## src/rtl/bank_ctrl_pkg.sv

```systemverilog
// Shared types for the bank row-buffer sequencer.
// Assumes: class codes are fixed by the completion interface (0/1/2).
package bank_ctrl_pkg;

    typedef enum logic [1:0] {
        CLS_HIT      = 2'd0,
        CLS_EMPTY    = 2'd1,
        CLS_CONFLICT = 2'd2
    } access_class_e;

    typedef enum logic [1:0] {
        ST_IDLE = 2'd0,
        ST_PRE  = 2'd1,
        ST_ACT  = 2'd2,
        ST_COL  = 2'd3
    } bank_state_e;

endpackage

```

## src/rtl/bank_row_classifier.sv

```systemverilog
// Sorts an incoming row against the row-buffer contents.
// Assumes: open_row_i is meaningful only when open_valid_i is set.
module bank_row_classifier
    import bank_ctrl_pkg::*;
#(
    parameter int ROW_W = 8
) (
    input  logic             open_valid_i,
    input  logic [ROW_W-1:0] open_row_i,
    input  logic [ROW_W-1:0] req_row_i,
    output access_class_e    class_o
);

    // Pick hit, empty miss or conflict miss from the buffer state.
    always_comb begin
        if (!open_valid_i) begin
            class_o = CLS_EMPTY;
        end else if (open_row_i == req_row_i) begin
            class_o = CLS_HIT;
        end else begin
            class_o = CLS_CONFLICT;
        end
    end

endmodule

```

## src/rtl/bank_open_row.sv

```systemverilog
// Holds which row, if any, is latched in the row buffer.
// Assumes: close and open requests come from distinct phase ends
// and never coincide.
module bank_open_row #(
    parameter int ROW_W = 8
) (
    input  logic             clk,
    input  logic             rst_n,
    input  logic             close_i,
    input  logic             open_i,
    input  logic [ROW_W-1:0] row_i,
    output logic             valid_o,
    output logic [ROW_W-1:0] row_o
);

    // Track buffer contents: cleared on precharge end, loaded on activate end.
    always_ff @(posedge clk) begin
        if (!rst_n) begin
            valid_o <= 1'b0;
            row_o   <= '0;
        end else if (close_i) begin
            valid_o <= 1'b0;
        end else if (open_i) begin
            valid_o <= 1'b1;
            row_o   <= row_i;
        end
    end


    open_close_excl_chk: assert property (@(posedge clk) disable iff (!rst_n)
        !(open_i && close_i));

endmodule

```

## src/rtl/bank_phase_timer.sv

```systemverilog
// Counts one command phase of PHASE_CYC cycles.
// Assumes: start_i is raised on the edge that begins a phase; the
// owner ignores first_o/last_o while no phase is running.
module bank_phase_timer #(
    parameter int PHASE_CYC = 20
) (
    input  logic clk,
    input  logic rst_n,
    input  logic start_i,
    output logic first_o,
    output logic last_o
);

    localparam int CNT_W = (PHASE_CYC > 1) ? $clog2(PHASE_CYC) : 1;
    localparam logic [CNT_W-1:0] LOAD_V = CNT_W'(PHASE_CYC - 1);

    logic [CNT_W-1:0] cnt_q;
    logic             fresh_q;

    // Load on phase start, then count down to zero and hold.
    always_ff @(posedge clk) begin
        if (!rst_n) begin
            cnt_q   <= '0;
            fresh_q <= 1'b0;
        end else if (start_i) begin
            cnt_q   <= LOAD_V;
            fresh_q <= 1'b1;
        end else begin
            fresh_q <= 1'b0;
            if (cnt_q != '0) begin
                cnt_q <= cnt_q - CNT_W'(1);
            end
        end
    end

    assign first_o = fresh_q;
    assign last_o  = (cnt_q == '0);

endmodule

```

## src/rtl/bank_row_ctrl.sv

```systemverilog
// Top of the single-bank row-buffer sequencer. Accepts one request
// at a time, classifies it against the open row, walks through the
// needed precharge/activate/column phases and signals completion.
// Assumes: open-page policy; each phase costs PHASE_CYC cycles.
module bank_row_ctrl
    import bank_ctrl_pkg::*;
#(
    parameter int ROW_W     = 8,
    parameter int COL_W     = 6,
    parameter int PHASE_CYC = 20
) (
    input  logic             clk,
    input  logic             rst_n,
    input  logic             req_valid,
    output logic             req_ready,
    input  logic             req_write,
    input  logic [ROW_W-1:0] req_row,
    input  logic [COL_W-1:0] req_col,
    output logic             cmd_pre,
    output logic             cmd_act,
    output logic             cmd_col,
    output logic             cmd_write,
    output logic [ROW_W-1:0] cmd_row,
    output logic [COL_W-1:0] cmd_col_addr,
    output logic             done_valid,
    output logic [1:0]       done_class
);

    bank_state_e      state_q, state_d;
    access_class_e    cls_now;
    logic [1:0]       class_q;
    logic [ROW_W-1:0] row_q;
    logic [COL_W-1:0] col_q;
    logic             write_q;
    logic             done_q;
    logic             open_valid;
    logic [ROW_W-1:0] open_row;
    logic             tmr_start, tmr_first, tmr_last;
    logic             accept, phase_end;

    bank_row_classifier #(.ROW_W(ROW_W)) classify_i (
        .open_valid_i (open_valid),
        .open_row_i   (open_row),
        .req_row_i    (req_row),
        .class_o      (cls_now)
    );

    bank_phase_timer #(.PHASE_CYC(PHASE_CYC)) timer_i (
        .clk     (clk),
        .rst_n   (rst_n),
        .start_i (tmr_start),
        .first_o (tmr_first),
        .last_o  (tmr_last)
    );

    bank_open_row #(.ROW_W(ROW_W)) rowbuf_i (
        .clk     (clk),
        .rst_n   (rst_n),
        .close_i (phase_end && (state_q == ST_PRE)),
        .open_i  (phase_end && (state_q == ST_ACT)),
        .row_i   (row_q),
        .valid_o (open_valid),
        .row_o   (open_row)
    );

    assign req_ready = (state_q == ST_IDLE);
    assign accept    = req_valid && req_ready;
    assign phase_end = (state_q != ST_IDLE) && tmr_last && !tmr_first
                       || (state_q != ST_IDLE) && tmr_last && (PHASE_CYC == 1);
    assign tmr_start = accept || (phase_end && (state_q != ST_COL));

    // Choose the next phase from the class or the finished phase.
    always_comb begin
        state_d = state_q;
        unique case (state_q)
            ST_IDLE: if (accept) begin
                unique case (cls_now)
                    CLS_HIT:   state_d = ST_COL;
                    CLS_EMPTY: state_d = ST_ACT;
                    default:   state_d = ST_PRE;
                endcase
            end
            ST_PRE:  if (phase_end) state_d = ST_ACT;
            ST_ACT:  if (phase_end) state_d = ST_COL;
            ST_COL:  if (phase_end) state_d = ST_IDLE;
            default: state_d = ST_IDLE;
        endcase
    end

    // Advance the phase sequencer.
    always_ff @(posedge clk) begin
        if (!rst_n) begin
            state_q <= ST_IDLE;
        end else begin
            state_q <= state_d;
        end
    end

    // Capture the request fields and class on acceptance.
    always_ff @(posedge clk) begin
        if (!rst_n) begin
            row_q   <= '0;
            col_q   <= '0;
            write_q <= 1'b0;
            class_q <= 2'd0;
        end else if (accept) begin
            row_q   <= req_row;
            col_q   <= req_col;
            write_q <= req_write;
            class_q <= 2'(cls_now);
        end
    end

    // Raise the completion pulse for one cycle as the column phase ends.
    always_ff @(posedge clk) begin
        if (!rst_n) begin
            done_q <= 1'b0;
        end else begin
            done_q <= phase_end && (state_q == ST_COL);
        end
    end

    assign cmd_pre      = (state_q == ST_PRE) && tmr_first;
    assign cmd_act      = (state_q == ST_ACT) && tmr_first;
    assign cmd_col      = (state_q == ST_COL) && tmr_first;
    assign cmd_write    = write_q;
    assign cmd_row      = row_q;
    assign cmd_col_addr = col_q;
    assign done_valid   = done_q;
    assign done_class   = class_q;


    cmd_onehot_chk: assert property (@(posedge clk) disable iff (!rst_n)
        $onehot0({cmd_pre, cmd_act, cmd_col}));


    done_pulse_chk: assert property (@(posedge clk) disable iff (!rst_n)
        done_valid |=> !done_valid);


    done_code_chk: assert property (@(posedge clk) disable iff (!rst_n)
        done_valid |-> (done_class != 2'd3));


    busy_after_accept_chk: assert property (@(posedge clk) disable iff (!rst_n)
        (req_valid && req_ready) |=> !req_ready);


    pre_needs_open_chk: assert property (@(posedge clk) disable iff (!rst_n)
        cmd_pre |-> open_valid);


    act_not_on_hit_chk: assert property (@(posedge clk) disable iff (!rst_n)
        (cmd_act && $past(req_ready)) |-> !open_valid);

endmodule

```

## config.mk

```make
export PLATFORM = sky130hd
export DESIGN_NAME = bank_row_ctrl
export DESIGN_NICKNAME = d
export VERILOG_FILES = /design/src/rtl/bank_ctrl_pkg.sv /design/src/rtl/bank_row_classifier.sv /design/src/rtl/bank_open_row.sv /design/src/rtl/bank_phase_timer.sv /design/src/rtl/bank_row_ctrl.sv
export SDC_FILE = /design/constraint.sdc
export NUM_CORES = 1
export LEC_CHECK = 0
export ABC_AREA = 1
export ABC_CLOCK_PERIOD_IN_PS = 3830
export BUFFER_PORTS_ARGS = -buffer_cell sky130_fd_sc_hd__buf_2
export CORE_MARGIN = 2
export CORE_UTILIZATION = 55
export DETAILED_ROUTE_END_ITERATION = 12
export GPL_ROUTABILITY_DRIVEN = 0
export PLACE_DENSITY = 0.83
export SYNTH_ARGS = -nofsm -noshare
export SYNTH_HDL_FRONTEND = slang
export SYNTH_SLANG_ARGS = --single-unit
export TNS_END_PERCENT = 10
```

## constraint.sdc

```tcl
create_clock -name clk -period 3.83 [get_ports clk]
set_input_delay 0.1915 -clock clk [delete_from_list [all_inputs] [get_ports clk]]
set_output_delay 0.1915 -clock clk [all_outputs]
set_load 0.01 [all_outputs]
```

* Word-level counts from Yosys, hierarchy flattened
Cells that the tools add are included.
Cells by class: add/sub/neg operators 1, equal/unequal tests 10, multiplexer cells 11, bitwise operators 2, reduce and logical (&&, ||, !) cells 22
Operators with widths (number):
- $mux W2 | 6
- $logic_and A1 B1 Y1 | 10
- $mux W5 | 2
- $eq A8 B8 Y1 | 1
- $ne A2 B2 Y1 const B | 4
- $pmux W2 S4 | 1
- $logic_not A5 Y1 | 1
- $reduce_bool A5 Y1 | 1
- $sub A5 B1 Y5 const B | 1
- $eq A2 B1 Y1 const B | 2
- $eq A2 B2 Y1 const B | 2
- $logic_not A2 Y1 | 2
- $pmux W2 S2 | 1
- $reduce_and A4 Y1 | 1
- $reduce_bool A2 Y1 | 2
- $reduce_or A2 Y1 | 2
- $ne A2 B1 Y1 const B | 1
- $not A1 Y1 | 2
- $reduce_and A2 Y1 | 1
- $logic_not A1 Y1 | 1
- $logic_or A1 B1 Y1 | 1
- $mux W1 | 1
Word-level totals: flip-flop bits (word level) 35, input bits 18, output and inout port bits 22

* Depth between registers and ports, before layout
depth after elaboration 7, depth in mapped cells 9

* Hierarchy
Synthesis repeated with hierarchy kept, for this count alone.
Unflattened totals: cells, all modules 258, area, all modules 1730.4 µm²
By module, submodules not included:
- bank_row_ctrl | instances 1, cells an instance 118, area each 897.1 µm²
- bank_open_row | instances 1, cells an instance 56, area each 384.1 µm²
- bank_phase_timer | instances 1, cells an instance 37, area each 272.8 µm²
- bank_row_classifier | instances 1, cells an instance 47, area each 176.4 µm²

* Least setup slack after synthesis
OpenSTA, ideal clock, no wires.
path type register -> register, from register state_q[0], to register rowbuf_i.row_o[0], library setup time 0.132 ns, arrival time 1.299 ns, slack 2.399 ns, stages on the path, launching flop included 9, path buffers 0, period minus slack after synthesis 1.431 ns, cells stage by stage dfxtp_1 -> inv_1 -> ha_1 -> inv_1 -> nand3_4 -> nor2_8 -> nand2_2 -> nand2_1 -> a21oi_1
Between the ends: longest elaborated chain between the ends 6, elaborated cells on any way between the ends 9, classes of those cells eq/ne (2); bitwise (1); reduce/logical (6)
RTL lines:
- from (decl) | line bank_row_ctrl.sv:29 | bank_state_e state_q, state_d;
- from (signal assigned) | line bank_row_ctrl.sv:95 | state_q <= state_d;
- $reduce_bool A2 Y1
- $logic_and A1 B1 Y1
- $logic_and A1 B1 Y1 | line bank_row_ctrl.sv:68 | assign phase_end = (state_q != ST_IDLE) && tmr_last && !tmr_first
- $logic_and A1 B1 Y1 | line bank_row_ctrl.sv:59 | .close_i (phase_end && (state_q == ST_PRE)),
- $not A1 Y1 (no line)
- $reduce_and A2 Y1 (no line) *
- to (signal assigned) | line bank_open_row.sv:25 | row_o <= row_i;
- to (decl) | line bank_open_row.sv:13 | output logic [ROW_W-1:0] row_o
Every way passes the cells marked *; elsewhere a longest branch is shown, timed or not. A chain may end at the register's enable or synchronous reset.

* Worst setup path in the final report
from register state_q[0], to register row_q[1] (netlist: cmd_row[1])
Between the ends: longest elaborated chain between the ends 2
RTL lines:
- $logic_not A2 Y1 | line bank_row_ctrl.sv:66 | assign req_ready = (state_q == ST_IDLE);
- $logic_and A1 B1 Y1 | line bank_row_ctrl.sv:67 | assign accept = req_valid && req_ready;
- to (signal assigned) | line bank_row_ctrl.sv:107 | row_q <= req_row;
- to (decl) | line bank_row_ctrl.sv:32 | logic [ROW_W-1:0] row_q;
No other way between the ends.

==> flow_summary.ini <==
[yosys]
yosysWarningCount = 0
synth_seq_area_share = 0.450
avgSynthCellArea_um2 = 7.38
async_flop_share = 0
netlist_area_um2 = 1560
synth_most_common_cell = nand2_1
synthesis.nets = 234
synth_area_leaders = dfxtp_1, nand2_1, o21ai_0
ys_ff_latch = 35
netlist.area_leader.share = 0.450
synth-edff-count = 0
synth_cell_types = 22
yosys_most_used_dff = dfxtp_1
ys_top_cells_by_count = nand2_1, dfxtp_1, nor2_1, inv_1, o21ai_0
yosys.area.top_type = dfxtp_1
synth_cells = 211

[worst_setup_path]
r2r-end = cmd_row[1]
path_cells = inv_1 > ha_1 > nand2_1 > inv_1 > o21ai_0 > a21oi_1
path_max_fanout = 21
critPathLaunchType = flop
crit_buf_inv = 2
arrival_ns = 2.13
crit_required_ns = 4.04
crit_path_end_kind = flop
reg2regPathDepth = 6
cp_common_cell = inv_1
cp_slowest_cell = dfxtp_1
r2r_start = state_q[0]
crit_family = buffers and inverters
r2r_slack_ns = 1.91
cpPeakStageDelay_ns = 0.40
crit_type = flop to flop

[sta]
slew_headroom = 0.617
fmax_ghz = 0.521
worst_pin_slew_ns = 0.575
rsz0062_at_grt = no
layout_setup_ws_ns = 1.91
final_hold_viol_count = 0
fin_crit_ns = 1.92
finalSetupTns_ns = 0
period_share = 0.501
setup_violations = 0
finClkSkew_ns = 0.00710
drv_slew = 0

[route]
drtIter0Drc = 41
totalWireLength_mm = 3.21
wire_per_inst_um = 11.3
drc = 0
ant_nets = 0
firstDrtPassIters = 4
viasPerCell = 5.02
vias = 1420

[placement]
port_buffers = 39
dp.cells = 275
dpl_worst_slack_ns = 1.94
dpl.hpwl_mm = 2.31

[die]
rows = 19
die_x_um = 57.2
dieArea_um2 = 3270
start_util = 0.574
num_io_pins = 40
die_h_um = 57.2
fp.coreArea_um2 = 2710

[worst_hold_path]
hp-class = input pin to flop
worstHoldStart = req_col[5]
holdPathStages = 3
min_to = cmd_col_addr[5]

[grt]
antenna_found_initial = 0
grt_max_degree = 24
grt_pass1_vias = 1252
grt_pass1_wl_mm = 5.23
grt_overflow_total = 0
grtUsageTotal = 0.209

[finish]
ff_latch_area_um2 = 701
num-nets-final = 274
multi_input_area_um2 = 726
fillers = 232
area_growth_syn_to_layout_pct = 18.1
drive_gt1_frac = 0.218
antenna_cells = 0
fin_cells = 283

[cts]
cts_sinks = 35
cts_resized = 0
cts_hold_buf = 0
cts-root-buf = clkbuf_4
cts_buffers = 5
postCtsSetupRepairBufs = 0
clk_pin_slew_ns = 0.11
htreeDepth = 2
clock_latency_ns = 0.34
cts_tree = done
cts.path.max_buffers = 2

[power_and_ir_drop]
peakVddDrop_mv = 0.474
power.density_nw_per_um2 = 669
leakage_nw = 0.889

[outcome]
status = complete, no violations

[flow_run]
drv_cap = 0
[routing by layer]
metal | vias up | track usage | wire, um
met3 | 6 | 0.0703 | 212
met4 | 0 | 0.0897 | 52
met1 | 628 | 0.249 | 1410
li1 | 747 | - | -
met5 | - | 0 | 0
met2 | 39 | 0.343 | 1530
[through the flow]
step	instance area, um^2	hold slack [ns]	utilization	total power, mW
after CTS	1840	0.0958	0.678	1.24
after global routing	1840	0.0838	0.678	1.33
after global placement	1770	0.449	0.651	0.992
after detailed placement	1770	0.455	0.651	1.01
after floorplan	1560	0.339	-	0.879
final	1840	0.111	0.678	1.23
[cell usage in the layout (no fill, tap or decap), drive strengths merged]
master	instances
nand2	42
buf	39
or2	1
dfxtp	35
nor2	32
clkinvlp	1
clkinv	1
nor3	3
xnor2	5
nand4	2
nand3	10
inv	27
a21oi	19
o21ai	23
ha	5
clkbuf	7
[worst max path at each step]
stage	slack [ns]	start	to	depth (start not counted)
floorplan	2.40	state_q[0]	rowbuf_i.row_o[0]	8
global placement	2.05	state_q[0]	cmd_row[1]	6
detailed placement	1.94	state_q[0]	cmd_row[1]	6
CTS	1.91	state_q[0]	done_class[0]	6
global route	1.64	state_q[0]	done_class[0]	6
finish	1.91	state_q[0]	cmd_row[1]	6
[cell type report]
cell class	instances	share of cell area
Multi-Input combinational cell	142	0.395
Inverter	28	0.0572
Clock inverter	1	0.00408
Sequential cell	35	0.381
Tap cell	31	0.0211
Clock buffer	7	0.0354
Timing Repair Buffer	39	0.106
[power breakdown]
group / switching (mW) / total (mW) / internal [mW]
sequential: 0.0644 / 0.515 / 0.451
clock: 0.124 / 0.231 / 0.107
combinational: 0.305 / 0.484 / 0.179
[cells by family after synthesis]
family	count (synthesis)	share of synthesized area
AO/OA/AOI/OAI	42	0.137
XOR/XNOR	5	0.0281
adder cells (fa/ha/maj)	5	0.0402
buffers and inverters	34	0.0836
flip-flops	35	0.450
AND/OR/NAND/NOR	90	0.260
[tightest hold or removal path, delay by kind of cell]
family                 cells  cell delay [ns]
AOI/OAI and AO/OA          1             0.07
buffers and inverters      1             0.08
and+or+nand+nor            1             0.08
[state kept, by name, indices dropped and copies added (netlist names)]
name              count
rowbuf_i.valid_o      1
timer_i.first_o       1
cmd_col_addr          6
cmd_row               8
cmd_write             1
timer_i.cnt_q         5
rowbuf_i.row_o        8
state_q               2
done_class            2
done_valid            1
(Power assumes the default switching activity.)
